## config.mk

```make
export PLATFORM = sky130hd
export DESIGN_NAME = spi_master_ctrl
export DESIGN_NICKNAME = d
export VERILOG_FILES = /design/src/rtl/spi_pkg.sv /design/src/rtl/spi_fifo.sv /design/src/rtl/spi_clkdiv.sv /design/src/rtl/spi_shifter.sv /design/src/rtl/spi_master_ctrl.sv
export SDC_FILE = /design/constraint.sdc
export NUM_CORES = 1
export LEC_CHECK = 0
export ABC_AREA = 1
export BUFFER_PORTS_ARGS = -buffer_cell sky130_fd_sc_hd__buf_2
export CAP_MARGIN = 40
export CORE_ASPECT_RATIO = 1.75
export CORE_UTILIZATION = 55
export CTS_CLUSTER_DIAMETER = 50
export DETAILED_ROUTE_END_ITERATION = 7
export PLACE_DENSITY_LB_ADDON = 0.1
export SLEW_MARGIN = 40
export SYNTH_ARGS = -nofsm -noshare
export SYNTH_HDL_FRONTEND = slang
export SYNTH_SLANG_ARGS = --single-unit
```

## constraint.sdc

```tcl
create_clock -name clk -period 3.4 [get_ports clk]
set_input_delay 1.02 -clock clk [delete_from_list [all_inputs] [get_ports clk]]
set_output_delay 1.02 -clock clk [all_outputs]
set_load 0.005 [all_outputs]
```

## src/rtl/spi_pkg.sv

```systemverilog
package spi_pkg;
   localparam int MIN_BITS = 4;
   typedef enum logic [1:0] {ST_IDLE, ST_SHIFT, ST_GAP} xfer_state_e;
endpackage

```

## src/rtl/spi_fifo.sv

```systemverilog
module spi_fifo #(
   parameter int WIDTH = 16,
   parameter int DEPTH = 8
) (
   input  logic             clk,
   input  logic             rst_n,
   input  logic             wr,
   input  logic [WIDTH-1:0] wdata,
   input  logic             rd,
   output logic [WIDTH-1:0] rdata,
   output logic             full,
   output logic             empty
);
   localparam int PW = (DEPTH > 1) ? $clog2(DEPTH) : 1;
   localparam int CW = $clog2(DEPTH + 1);
   localparam logic [PW-1:0] ONE_P = 1;
   localparam logic [PW-1:0] LAST_P = PW'(DEPTH - 1);
   localparam logic [CW-1:0] ONE_C = 1;
   localparam logic [CW-1:0] DEPTH_C = CW'(DEPTH);

   if (DEPTH < 2) begin : g_bad_depth
      $error("spi_fifo: DEPTH must be at least 2");
   end

   logic [WIDTH-1:0] mem [DEPTH];
   logic [PW-1:0]    wp, rp, wp_nx, rp_nx;
   logic [CW-1:0]    count;
   logic             do_wr, do_rd;

   assign full  = (count == DEPTH_C);
   assign empty = (count == '0);
   assign do_wr = wr && !full;
   assign do_rd = rd && !empty;
   assign rdata = empty ? '0 : mem[rp];

   if ((DEPTH & (DEPTH - 1)) == 0) begin : g_pow2
      assign wp_nx = wp + ONE_P;
      assign rp_nx = rp + ONE_P;
   end else begin : g_wrap
      assign wp_nx = (wp == LAST_P) ? '0 : wp + ONE_P;
      assign rp_nx = (rp == LAST_P) ? '0 : rp + ONE_P;
   end

   always_ff @(posedge clk) begin
      if (do_wr) mem[wp] <= wdata;
   end

   always_ff @(posedge clk or negedge rst_n) begin
      if (!rst_n) begin
         wp    <= '0;
         rp    <= '0;
         count <= '0;
      end else begin
         if (do_wr) wp <= wp_nx;
         if (do_rd) rp <= rp_nx;
         if (do_wr && !do_rd)      count <= count + ONE_C;
         else if (do_rd && !do_wr) count <= count - ONE_C;
      end
   end

   // a write into a full queue leaves the fill level alone
   a_r5_no_overflow: assert property (@(posedge clk) disable iff (!rst_n)
      (wr && full && !rd) |=> full);
   // a read from an empty queue leaves it empty
   a_r12_empty_read: assert property (@(posedge clk) disable iff (!rst_n)
      (rd && empty && !wr) |=> empty);
endmodule

```

## src/rtl/spi_clkdiv.sv

```systemverilog
module spi_clkdiv #(
   parameter int PRE_W = 8,
   parameter int SCR_W = 8
) (
   input  logic             clk,
   input  logic             rst_n,
   input  logic             run,
   input  logic [PRE_W-1:0] prescale,
   input  logic [SCR_W-1:0] scr,
   output logic             tick
);
   localparam int HW = PRE_W - 1;
   localparam logic [HW-1:0]    ONE_H = 1;
   localparam logic [SCR_W-1:0] ONE_S = 1;

   if (PRE_W < 2) begin : g_bad_pre
      $error("spi_clkdiv: PRE_W must be at least 2");
   end

   logic [HW-1:0]    half_eff, c_pre;
   logic [SCR_W-1:0] c_scr;
   logic             pre_wrap;

   // Bit 0 of the prescaler is dropped: the half-bit count is prescale/2
   assign half_eff = (prescale[PRE_W-1:1] == '0) ? ONE_H : prescale[PRE_W-1:1];
   assign pre_wrap = (c_pre == half_eff - ONE_H);
   assign tick     = run && pre_wrap && (c_scr == scr);

   always_ff @(posedge clk or negedge rst_n) begin
      if (!rst_n) begin
         c_pre <= '0;
         c_scr <= '0;
      end else if (!run) begin
         c_pre <= '0;
         c_scr <= '0;
      end else if (pre_wrap) begin
         c_pre <= '0;
         c_scr <= (c_scr == scr) ? '0 : c_scr + ONE_S;
      end else begin
         c_pre <= c_pre + ONE_H;
      end
   end

   // with a divide ratio above one, ticks never come back to back
   a_r1_tick_spacing: assert property (@(posedge clk) disable iff (!rst_n)
      (tick && (half_eff != ONE_H || scr != '0)) |=> !tick);
endmodule

```

## src/rtl/spi_shifter.sv

```systemverilog
module spi_shifter
   import spi_pkg::*;
#(
   parameter int MAX_BITS = 16,
   parameter int LEN_W    = 4
) (
   input  logic                clk,
   input  logic                rst_n,
   input  logic                enable,
   input  logic                cpol,
   input  logic                cpha,
   input  logic [LEN_W-1:0]    len_m1,
   input  logic                tick,
   input  logic                tx_empty,
   input  logic [MAX_BITS-1:0] tx_word,
   output logic                tx_pop,
   output logic                busy,
   output logic                done,
   output logic [MAX_BITS-1:0] rx_word,
   output logic                sclk,
   output logic                mosi,
   input  logic                miso,
   output logic                cs_n
);
   localparam int EW = LEN_W + 2;
   localparam logic [LEN_W-1:0] LEN_MIN = LEN_W'(MIN_BITS - 1);
   localparam logic [LEN_W-1:0] LEN_MAX = LEN_W'(MAX_BITS - 1);
   localparam logic [LEN_W:0]   ONE_N   = 1;
   localparam logic [LEN_W:0]   MAX_N   = (LEN_W + 1)'(MAX_BITS);
   localparam logic [EW-1:0]    ONE_E   = 1;

   if (MAX_BITS < MIN_BITS || (1 << LEN_W) < MAX_BITS) begin : g_bad_len
      $error("spi_shifter: MAX_BITS and LEN_W are inconsistent");
   end

   xfer_state_e         state;
   logic [LEN_W-1:0]    len_c;
   logic [LEN_W:0]      nbits;
   logic [EW-1:0]       edge_ix, last_edge;
   logic [MAX_BITS-1:0] tx_sh, rx_sh;
   logic                lvl, start, samp_e, shift_e, last_e;

   assign len_c     = (len_m1 < LEN_MIN) ? LEN_MIN : (len_m1 > LEN_MAX) ? LEN_MAX : len_m1;
   assign nbits     = {1'b0, len_c} + ONE_N;
   assign last_edge = {nbits, 1'b0} - ONE_E;
   assign start     = enable && !tx_empty &&
                      ((state == ST_IDLE) || (state == ST_GAP && tick));
   // Even edges lead a bit, odd edges trail it
   assign samp_e    = cpha ? edge_ix[0] : !edge_ix[0];
   assign shift_e   = cpha ? (!edge_ix[0] && edge_ix != '0) : edge_ix[0];
   assign last_e    = (edge_ix == last_edge);

   assign tx_pop  = start;
   assign busy    = (state != ST_IDLE);
   assign cs_n    = (state == ST_IDLE);
   assign sclk    = cpol ^ lvl;
   assign mosi    = tx_sh[MAX_BITS-1];
   assign rx_word = rx_sh;

   always_ff @(posedge clk or negedge rst_n) begin
      if (!rst_n) begin
         state   <= ST_IDLE;
         edge_ix <= '0;
         lvl     <= 1'b0;
         tx_sh   <= '0;
         rx_sh   <= '0;
         done    <= 1'b0;
      end else begin
         done <= 1'b0;
         if (start) begin
            state   <= ST_SHIFT;
            edge_ix <= '0;
            lvl     <= 1'b0;
            tx_sh   <= tx_word << (MAX_N - nbits);
            rx_sh   <= '0;
         end else if (state == ST_SHIFT && tick) begin
            lvl <= !lvl;
            if (samp_e)  rx_sh <= {rx_sh[MAX_BITS-2:0], miso};
            if (shift_e) tx_sh <= {tx_sh[MAX_BITS-2:0], 1'b0};
            if (last_e) begin
               state <= ST_GAP;
               done  <= 1'b1;
            end else begin
               edge_ix <= edge_ix + ONE_E;
            end
         end else if (state == ST_GAP && tick) begin
            state <= ST_IDLE;
         end
      end
   end

   // each frame ends with an even number of edges, so sclk is back at rest
   a_r3_clock_rests: assert property (@(posedge clk) disable iff (!rst_n)
      $rose(cs_n) |-> (lvl == 1'b0));
   // a completed frame is reported while busy still holds
   a_r9_busy_at_done: assert property (@(posedge clk) disable iff (!rst_n)
      done |-> busy);
   // the edge index stays within the frame
   a_r2_edge_bound: assert property (@(posedge clk) disable iff (!rst_n)
      (state == ST_SHIFT) |-> (edge_ix <= last_edge));
   // select cannot rise in the middle of a frame
   a_r4_cs_hold: assert property (@(posedge clk) disable iff (!rst_n)
      (state == ST_SHIFT && !(tick && last_e)) |=> !cs_n);
endmodule

```

## src/rtl/spi_master_ctrl.sv

```systemverilog
module spi_master_ctrl #(
   parameter int MAX_BITS = 16,
   parameter int LEN_W    = 4,
   parameter int TX_DEPTH = 8,
   parameter int RX_DEPTH = 8,
   parameter int PRE_W    = 8,
   parameter int SCR_W    = 8
) (
   input  logic                clk,
   input  logic                rst_n,
   input  logic                enable,
   input  logic                cpol,
   input  logic                cpha,
   input  logic [LEN_W-1:0]    len_m1,
   input  logic [PRE_W-1:0]    prescale,
   input  logic [SCR_W-1:0]    scr,
   input  logic                tx_wr,
   input  logic [MAX_BITS-1:0] tx_data,
   output logic                tx_not_full,
   input  logic                rx_rd,
   output logic [MAX_BITS-1:0] rx_data,
   output logic                rx_not_empty,
   output logic                busy,
   output logic                overrun,
   input  logic                overrun_clr,
   input  logic                tx_dma_en,
   input  logic                rx_dma_en,
   output logic                tx_dma_req,
   output logic                rx_dma_req,
   output logic                sclk,
   output logic                mosi,
   input  logic                miso,
   output logic                cs_n
);
   logic                tx_full, tx_empty, rx_full, rx_empty;
   logic                tx_pop, tick, done;
   logic [MAX_BITS-1:0] tx_head, rx_word;

   spi_fifo #(.WIDTH(MAX_BITS), .DEPTH(TX_DEPTH)) u_txq (
      .clk, .rst_n, .wr(tx_wr), .wdata(tx_data), .rd(tx_pop),
      .rdata(tx_head), .full(tx_full), .empty(tx_empty));

   spi_fifo #(.WIDTH(MAX_BITS), .DEPTH(RX_DEPTH)) u_rxq (
      .clk, .rst_n, .wr(done && !rx_full), .wdata(rx_word), .rd(rx_rd),
      .rdata(rx_data), .full(rx_full), .empty(rx_empty));

   spi_clkdiv #(.PRE_W(PRE_W), .SCR_W(SCR_W)) u_div (
      .clk, .rst_n, .run(busy), .prescale, .scr, .tick);

   spi_shifter #(.MAX_BITS(MAX_BITS), .LEN_W(LEN_W)) u_shift (
      .clk, .rst_n, .enable, .cpol, .cpha, .len_m1, .tick,
      .tx_empty, .tx_word(tx_head), .tx_pop, .busy, .done, .rx_word,
      .sclk, .mosi, .miso, .cs_n);

   always_ff @(posedge clk or negedge rst_n) begin
      if (!rst_n)                overrun <= 1'b0;
      else if (done && rx_full)  overrun <= 1'b1;
      else if (overrun_clr)      overrun <= 1'b0;
   end

   assign tx_not_full  = !tx_full;
   assign rx_not_empty = !rx_empty;
   assign tx_dma_req   = tx_dma_en && !tx_full;
   assign rx_dma_req   = rx_dma_en && !rx_empty;

   // a word finishing into a full receive queue raises overrun
   a_r7_overrun_set: assert property (@(posedge clk) disable iff (!rst_n)
      (done && rx_full) |=> overrun);
   // overrun only falls after a clear request
   a_r8_overrun_sticky: assert property (@(posedge clk) disable iff (!rst_n)
      (overrun && !overrun_clr) |=> overrun);
   // no frame begins while disabled
   a_r10_no_start: assert property (@(posedge clk) disable iff (!rst_n)
      (!enable && !busy) |=> !busy);
endmodule

```

# Yosys cells after proc, flatten, opt, wreduce, memory -nomap -nowiden

Memory sizes are Yosys's and may differ from the RTL's.
Index checks and enable logic that the tools add are counted.

Memories kept: 2
Output and inout port bits: 25
RAM bits: 256
Register bits: 78
Logic and storage cells: 133

Magnitude comparators: 2
Bitwise operators: 1
Shift operators: 1
Equal/unequal tests: 10
Muxes and demuxes: 40
Add/sub/neg operators: 15
Reduce and logical (&&, ||, !) cells: 47

Memory list:

| memory    | words | bits a word | rd ports | clocked after memory_dff | write ports | line           | text |
|---|---|---|---|---|---|---|---|
| u_rxq.mem | 8     | 16          | 1        | 0                        | 1           | spi_fifo.sv:25 | `logic [WIDTH-1:0] mem [DEPTH];` |
| u_txq.mem | 8     | 16          | 1        | 0                        | 1           | spi_fifo.sv:25 |  |

Operators with widths:

| kind                                             | number |
|---|---|
| two-way mux 16 bit                               | 8 |
| two-way mux 4 bit                                | 6 |
| two-way mux 8 bit                                | 3 |
| two-way mux 7 bit                                | 3 |
| logical AND 1 bit                                | 19 |
| two-way mux 6 bit                                | 3 |
| left shift 16 x 5 -> 16 bit                      | 1 |
| nonzero test 2 bit                               | 7 |
| two-way mux 1 bit                                | 13 |
| adder 3 x 1 -> 3 bit, second input constant      | 4 |
| zero test 1 bit                                  | 10 |
| adder 4 x 1 -> 4 bit, second input constant      | 2 |
| adder 8 x 1 -> 8 bit, second input constant      | 1 |
| == test 4 bit, second input constant             | 2 |
| == test 8 bit                                    | 1 |
| zero test 4 bit                                  | 2 |
| two-way mux 2 bit                                | 4 |
| AND reduction 2 bit                              | 4 |
| subtractor 4 x 1 -> 4 bit, second input constant | 2 |
| adder 7 x 1 -> 7 bit, second input constant      | 1 |
| == test 7 bit                                    | 1 |
| zero test 7 bit                                  | 1 |
| subtractor 7 x 1 -> 7 bit, second input constant | 1 |
| adder 6 x 1 -> 6 bit, second input constant      | 1 |
| other kinds (15)                                 | 16 |

# Logic depth before layout (Yosys ltp)

Gate-level depths: netlist of the first run.

Depth after elaboration: 13
Mapped depth: 25

# Cells and area by module

A second synthesis of the first run with hierarchy kept.

Cell total of the unflattened synthesis: 1,852
Area, all modules: 16,663.5 µm²

Modules (own cells, without submodules):

| module          | times used | area an instance (µm²) | cells an instance |
|---|---|---|---|
| spi_fifo        | 2          | 6,231.0                | 634 |
| spi_shifter     | 1          | 2,693.8                | 380 |
| spi_clkdiv      | 1          | 1,437.6                | 191 |
| spi_master_ctrl | 1          | 70.1                   | 13 |

# Worst setup path before layout of the first run

OpenSTA, ideal clock, no wires.

Kind: input to register
From: in prescale[5]
To: reg u_txq.count[3]
Stages on the path: 24
Buffers on the path: 1
Data arrival time: 3.946 ns
Slack: -0.671 ns
Cells stage by stage: nor2_1 > nand3_2 > nand2_2 > inv_1 > ha_1 > or2_0 > nand3_1 > nand2_1 > nor2_2 > nand3_2 > nor2_4 > nand4_2 > nand2_1 > nand2_1 > buf_2 > ha_1 > inv_1 > ha_1 > a21o_1 > a21oi_1 > nand2_1 > nand2_1 > nor2_1 > xor2_1

Cells in the longest elaborated chain, start to end: 13

Ends and longest elaborated chain:

| element                                                        | line                  | text |
|---|---|---|
| start: declaration                                             | spi_master_ctrl.sv:15 | `input logic [PRE_W-1:0] prescale,` |
| zero test 7 bit                                                | spi_clkdiv.sv:25      | `assign half_eff = (prescale[PRE_W-1:1] == '0) ? ONE_H : prescale[PRE_W-1:1];` |
| two-way mux 7 bit *                                            | spi_clkdiv.sv:25      |  |
| subtractor 7 x 1 -> 7 bit *                                    | spi_clkdiv.sv:26      | `assign pre_wrap = (c_pre == half_eff - ONE_H);` |
| == test 7 bit *                                                | spi_clkdiv.sv:26      |  |
| logical AND 1 bit * (2 in a row)                               | spi_clkdiv.sv:27      | `assign tick = run && pre_wrap && (c_scr == scr);` |
| logical AND 1 bit *                                            | spi_shifter.sv:47     | `((state == ST_IDLE) \|\| (state == ST_GAP && tick));` |
| logical OR 1 bit *                                             | spi_shifter.sv:47     |  |
| logical AND 1 bit *                                            | spi_shifter.sv:46     | `assign start = enable && !tx_empty &&` |
| logical AND 1 bit *                                            | spi_fifo.sv:33        | `assign do_rd = rd && !empty;` |
| zero test 1 bit                                                | spi_fifo.sv:56        | `if (do_wr && !do_rd) count <= count + ONE_C;` |
| logical AND 1 bit                                              | spi_fifo.sv:56        |  |
| two-way mux 4 bit / nonzero test 2 bit (equally long branches) | n/a                   |  |
| end signal: assignment                                         | spi_fifo.sv:56        |  |
| end signal: assignment                                         | spi_fifo.sv:57        | `else if (do_rd && !do_wr) count <= count - ONE_C;` |
| end: declaration                                               | spi_fifo.sv:27        | `logic [CW-1:0] count;` |

Every way passes the cells marked *; elsewhere a longest branch is shown, timed or not.
A chain may end at the register's enable or synchronous reset.

# Worst setup path in the final report of the first run

From: reg u_rxq.rp[0]
To: out rx_data[3]

Cells in the longest elaborated chain, start to end: 2

Ends and longest elaborated chain:

| element                  | line                  | text |
|---|---|---|
| start: declaration       | spi_fifo.sv:26        | `logic [PW-1:0] wp, rp, wp_nx, rp_nx;` |
| start signal: assignment | spi_fifo.sv:55        | `if (do_rd) rp <= rp_nx;` |
| memory read (8 x 16 bit) | n/a                   |  |
| two-way mux 16 bit       | spi_fifo.sv:34        | `assign rdata = empty ? '0 : mem[rp];` |
| end: declaration         | spi_master_ctrl.sv:21 | `output logic [MAX_BITS-1:0] rx_data,` |

Every way passes these cells.

==> flow_metrics.tcl, run 1 <==
set metrics [dict create \
    synth-main-ff-cell "edfxtp_1" \
    dpl_cell_area_um2 16170 \
    cts-root-buf "clkbuf_16" \
    p_leak_nw 6.853 \
    grt.busiest_layer "met2" \
    cts_hold_buf 0 \
    n_antenna_cell 0 \
    fin_setup_tns_ps 0 \
    grt_pass1_wl_um 52220 \
    synthTopCellsByArea "edfxtp_1, dfrtp_1, nand2_1" \
    chipWidth_um 127.2 \
    finClkSkew_ps 22.75 \
    cts.clk_slew.worst_paths_ps 60 \
    vdd.ir_drop.worst_mv 0.6011 \
    crit_arrival_ps 2180 \
    required_ps 2380 \
    clockPowerShare_pct 34.9 \
    rows 79 \
    track_usage_pct 23.81 \
    wirelength_um 32560 \
    synthDistinctLibCells 44 \
    worst-path-buf-inv 3 \
    r2r_start "u_div.c_scr[3]" \
    async_flop_share_pct 23.35 \
    startpoint "u_rxq.rp[0]" \
    numCtsBuffers 30 \
    layout-drive-gt1-share_pct 13.24 \
    grt_max_degree 79 \
    status "finished, final reports clean" \
    maxCapViolCount 0 \
    worst_pin_slew_ps 587.1 \
    postSynthAreaPerCell_um2 10.03 \
    comb_power_share_pct 13.1 \
    critical_path_class "reg2out" \
    cts_resized 0 \
    gp_congestion 0.9193 \
    overflow 0 \
    core_area_um2 26790 \
    cp_slowest_cell "dfrtp_2" \
    grt_pass1_vias 10666 \
    ys.warnings.count 0 \
    final_area_um2 17140 \
    drtIter0Drc 599 \
    fin_cells 1988 \
    pwr-share-seq_pct 52.0 \
    vias 10675 \
    syn_nets 1569 \
    io_buffers 70 \
    final_nets 1664 \
    drc 0 \
    dieArea_um2 28130 \
    cts_sinks 334 \
    fmaxAchievable_mhz 312.9 \
    dp_hpwl_um 20900 \
    yosysSeqAreaShare_pct 63.88 \
    dpl.cell_count 1932 \
    start_kind "flip-flop" \
    p_total_mw 9.444 \
    clk_latency_ps 570 \
    cts.htree.levels 1 \
    met1_usage_pct 25.71 \
    hp-class "in2async" \
    cts_setup_buffers 0 \
    fin_crit_ps 3196 \
    syn_to_final_growth_pct 13.58 \
    setup_viol 0 \
    syn_inst 1505 \
    swShare_pct 25.60 \
    initial_core_util_pct 56.33 \
    netSwitchingPower_mw 2.418 \
    worstPathCellList "inv_1, buf_4, nor2_1, o22ai_1, o21ai_0, a31oi_1, buf_2" \
    finalCritPeriodShare_pct 93.99 \
    p_int_mw 7.027 \
    drt_first_pass_iters 5 \
    synth_top_area_share_pct 50.95 \
    netlist_area_um2 15090 \
    rsz0062_at_grt "no" \
    cpPeakStageDelay_ps 490 \
    antenna_found_initial 1 \
    powerDensity_nw_per_um2 551.0 \
    dieHeight_um 221.1 \
    grtUsageMet3_pct 2.756 \
    synth_top_cell_by_area "edfxtp_1" \
    cts_tree "done" \
    ys_ff_latch 334 \
    crit_fanout 33 \
    final_max_slew_viol_count 0 \
    synth-edff-count 256 \
    relSlewSlack_pct 60.86 \
    pin_count 72 \
    viasPerCell 5.370 \
    ant_nets 0 \
    end_kind "primary output" \
    finalHoldViolCount 0 \
    grt_util_met2_pct 46.19 \
    clockBufferDepth 3 \
    path_delay_family "buffers and inverters" \
    hold_ws_ps 442.9 \
    wl_per_cell_um 16.38 \
]
layout make-up:
| type | count | area [um^2] |
|---|---|---|
| tap | 364 | 455.4 |
| fill | 2218 | 9648 |
| clock inverter | 20 | 171.4 |
| inverter | 112 | 425.4 |
| sequential | 334 | 9642 |
| timing repair buffer | 132 | 855.8 |
| clock buffer | 36 | 794.5 |
| multi-input combinational | 990 | 4795 |
worst reg2reg max path, cell delays in order (launching register included):
cell and delay (ps):
dfrtp_1 400, inv_1 130, or2_2 130, nand4_1 110, nor3_2 310, nand4_2 140
nand2_1 100, nand2_2 70, ha_4 170, inv_4 60, ha_4 190, a21o_1 180
a21oi_2 150, nand2_1 60, nand2_1 50, nor2_1 40, xor2_1 140
routing by layer:
metal  up-vias  share of wire, %
met3        82               3.8
met2       225                55
met1      5073                38
met4         2               3.1
met5         -             0.046
li1       5293                 -
flip-flops by register name (all words and copies together), names as in the netlist, 4 cells and up:
| signal | cells |
|---|---|
| u_shift.rx_word | 16 |
| u_txq.mem | 128 |
| u_shift.tx_sh | 16 |
| u_div.c_pre | 7 |
| u_txq.count | 4 |
| u_div.c_scr | 8 |
| u_shift.edge_ix | 6 |
| u_rxq.mem | 128 |
| u_rxq.count | 4 |
stage by stage:
| step | utilization (%) | worst slack [ps] |
|---|---|---|
| final | 63.98 | 204.2 |
| after CTS | 63.98 | 163.2 |
| after floorplan | - | -301.6 |
| after global routing | 63.98 | 39.58 |
| after global placement | 60.38 | -280.7 |
| after detailed placement | 60.38 | -298.8 |
synth_stat cells, types with 4 or more instances:
master,count
xnor2_1,9
a21oi_1,7
nand3b_1,4
nand4_1,4
nand2_1,303
or2_2,7
nor3_1,4
ha_1,15
o21ai_1,6
a31oi_1,16
dfrtp_1,78
nor2_1,228
o21ai_0,125
o22ai_1,22
xor2_1,26
buf_2,11
nand3_1,185
edfxtp_1,256
nor2_2,4
inv_1,105
buf_1,8
clkbuf_1,47
final timing paths:
path	to	slack, ps	cells past startpoint
max reg2reg	u_txq.count[3]	850	16
max in group asynchronous	u_div.c_pre[3]	2560	2
min in group clk	u_shift.tx_sh[5]	500	2
min	u_rxq.count[2]	440	2
min reg2reg	u_shift.tx_sh[5]	500	2
max	rx_data[3]	200	7
layout by cell type, fill, tap and decap left out, drive strengths merged, types with 5 or more instances in the layout:
cell type and instances:
a21oi 7, a31oi 16, buf 132, clkbuf 36, clkinv 16, dfrtp 78
edfxtp 256, ha 15, inv 110, nand2 305, nand3 187, nand4 6
nor2 234, nor3 5, o21ai 131, o22ai 22, or2 10, xnor2 9
xor2 26
logic make-up after synthesis:
group                    after synthesis  share of synthesized area (%)
AO/OA/AOI/OAI                        183                          6.509
flip-flops                           334                          63.88
XOR/XNOR                              35                          2.032
AND/OR/NAND/NOR                      755                          21.34
adder cells (fa/ha/maj)               17                          1.509
buffers and inverters                181                          4.735
power groups by stage:
| stage | combinational, mW | clock, mW | sequential (mW) |
|---|---|---|---|
| after CTS | 1.26 | 3.35 | 4.91 |
| final | 1.23 | 3.30 | 4.91 |
| after global routing | 1.41 | 3.52 | 4.95 |
| after floorplan | 0.839 | 0 | 4.95 |
| after global placement | 1.21 | 0 | 4.99 |
| after detailed placement | 1.25 | 0 | 5.00 |
Note: power is estimated with default switching activity, not from simulation.
==> run 2, diff against run 1 <==
- SYNTH_HIERARCHICAL: default -> 1
- clock period: 3.4 -> 3.9 ns (I/O delays scaled with it)
==> run 2 against run 1 <==
Non-clock buffer count fell by 1. Sequential share of layout area shrank 4.3 points. Core utilization is 2.0 points lower. Die area up 10%. Final area up 8.4%. Critical endpoint is now u_txq/count[1]. Combinational power barely moved. Global-route usage hardly changed. First-iteration DRC count grew 16%. Synthesized area grew 10%. Sequential power down 14%. Largest cell class unchanged. Synthesized cell count grew 23%. Via count increased by 12%.
==> flow_metrics.tcl, run 2 <==
set metrics [dict create \
    synthTopCellsByArea "edfxtp_1, dfrtp_1, nand2_1" \
    synth-main-ff-cell "edfxtp_1" \
    rsz0062_at_grt "no" \
    p_total_mw 8.322 \
    grt_max_degree 66 \
    setup_viol 0 \
    final_area_um2 18570 \
    synth_xor_xnor_area_share_pct 1.892 \
    syn_to_final_growth_pct 11.44 \
    io_buffers 70 \
    rows 84 \
    worst_pin_slew_ps 821.9 \
    required_ps 4350 \
    wl_per_cell_um 15.01 \
    cts_hold_buf 0 \
    reg_top3 "u_rxq/mem x128, u_txq/mem x128" \
    layout-drive-gt1-share_pct 13.19 \
    synth-edff-count 256 \
    vdd.ir_drop.worst_mv 0.4203 \
    viasPerCell 5.092 \
    synthAdderAreaFrac_pct 1.367 \
    yosysSeqAreaShare_pct 57.85 \
    antenna_found_initial 0 \
    reg2reg_depth 13 \
    final_cell_mix "nand2_1, inv_1, nand3_1" \
    fin_cells 2351 \
    p_leak_nw 8.686 \
    clockBufferDepth 3 \
    finClkSkew_ps 9.767 \
    hold_ws_ps 484.5 \
    worstReg2RegEnd "u_txq/count[1]" \
    cts_resized 0 \
    synth_top_family_by_area "simple AND/OR/NAND/NOR gates" \
    syn_nets 1916 \
    ys.warnings.count 6 \
    relSlewSlack_pct 45.15 \
    r2r_start "u_shift/state[1]" \
    drc 0 \
    end_kind "flip-flop" \
    gp_congestion 0.8941 \
    cts-root-buf "clkbuf_16" \
    async_flop_share_pct 23.35 \
    netlist_area_um2 16660 \
    track_usage_pct 23.79 \
    hp-class "reg2reg" \
    crit_end "u_txq/count[1]" \
    dp_hpwl_um 23340 \
    dpl.cell_count 2298 \
    synthDistinctLibCells 43 \
    fin_crit_ps 3586 \
    crit_fanout 4 \
    finalHoldViolCount 0 \
    synth_compound_area_share_pct 2.080 \
    yosysMostFrequentCell "nand2_1" \
    startpoint "prescale[5]" \
    status "finished, final reports clean" \
    start_kind "input pin" \
    wirelength_um 35300 \
    overflow 0 \
    final_max_slew_viol_count 0 \
    ant_nets 0 \
    pin_count 72 \
    initial_core_util_pct 55.63 \
    n_antenna_cell 0 \
    chipWidth_um 133.6 \
    core_area_um2 29950 \
    cts_sinks 334 \
    fmaxAchievable_mhz 278.8 \
    syn_inst 1852 \
    synth-simple-area-share_pct 25.78 \
    setup_ws_ps 313.6 \
    drt_first_pass_iters 5 \
    dieHeight_um 232.3 \
    cts_tree "done" \
    layout_commonest_cell "nand2_1" \
    grt_pass1_wl_um 57530 \
    numCtsBuffers 29 \
    finalCritPeriodShare_pct 91.96 \
    dpl_cell_area_um2 17610 \
    clk_latency_ps 560 \
    postSynthAreaPerCell_um2 8.998 \
    grt_pass1_vias 11645 \
    maxCapViolCount 0 \
    crit_arrival_ps 4040 \
    powerDensity_nw_per_um2 448.2 \
    cts.clk_slew.worst_paths_ps 70 \
    r2r_setup_slack_ps 1250 \
    synth_top_area_share_pct 46.13 \
    cts.htree.levels 1 \
    final_nets 2006 \
    critical_path_class "in2reg" \
    place_ws_ps -268.0 \
    cts_setup_buffers 0 \
    drtIter0Drc 696 \
    vias 11972 \
    synth_common_cells "nand2_1, inv_1, nand3_1, edfxtp_1, nor2_1" \
    synth_top_cell_by_area "edfxtp_1" \
    synth.area.mux_share_pct 0 \
    ys_ff_latch 334 \
    dieArea_um2 31020 \
]
-- run 2: changes by cell type in the layout (fill, tap and decap cells not counted), moves of 11 or more --
cell,previous run,this run
nor2_1,226,123
nand2_1,302,488
a31oi_1,16,0
o21ai_0,125,23
inv_1,103,353
nand3_1,185,292
nand2_2,2,13
-- run 2: per-stage QoR --
stage          TNS (ps)  utilization [%]
2_1_floorplan    -68.11                -
3_3_place_gp     -683.6            58.78
3_5_place_dp      -1513            58.78
4_1_cts               0            61.98
5_1_grt               0            62.00
6_report              0            62.00
-- run 2: critical path, stage by stage --
cell	delay, ps
buf_2	120
nor2_4	140
nand3_4	90
nand2_4	90
clkinv_4	60
ha_4	260
xor2_1	170
nand3_1	170
nor2_4	140
nand3_4	90
nor2_8	150
nand2_2	60
nor2_2	180
o211ai_2	110
inv_2	90
nand2_4	60
ha_4	190
inv_4	70
buf_4	100
fa_1	390
nand2_1	80
nand2_1	50
-- run 2: worst min-delay path by stage --
stage / slack (ps) / startpoint / to / cells past startpoint
floorplan: 450 / u_shift/tx_sh[1] / u_shift/tx_sh[1] / 2
global placement: 450 / overrun / overrun / 2
detailed placement: 470 / u_shift/tx_sh[1] / u_shift/tx_sh[1] / 2
CTS: 490 / overrun / overrun / 2
global route: 510 / overrun / overrun / 2
finish: 480 / overrun / overrun / 2
-- run 2: final cells by class --
cell class	instances	area [um^2]
Timing Repair Buffer	131	864.6
Clock buffer	37	805.8
Clock inverter	16	152.6
Tap cell	387	484.2
Inverter	366	1383
Sequential cell	334	9643
Fill cell	2550	11380
Multi-Input combinational cell	1080	5238
-- run 2: routing by layer --
metal | routed length, um | part of all wire, % | track usage (%) | up-vias
met3 | 1274 | 3.6 | 2.467 | 80
met5 | 0 | 0 | 0 | -
met4 | 1160 | 3.3 | 10.19 | 0
met1 | 12600 | 36 | 24.39 | 5657
li1 | - | - | - | 6000
met2 | 20260 | 57 | 47.62 | 235
-- run 2: cells by family after synthesis --
| family | after synthesis |
|---|---|
| AOI/OAI and AO/OA | 60 |
| and+or+nand+nor | 967 |
| adders and majority gates | 17 |
| xor gates and xnor gates | 36 |
| buffers and inverters | 438 |
| DFF | 334 |
-- run 2: where the power goes --
group / internal (mW) / switching (mW)
clock network: 1.60 / 1.26
registers: 4.09 / 0.139
logic: 0.443 / 0.779
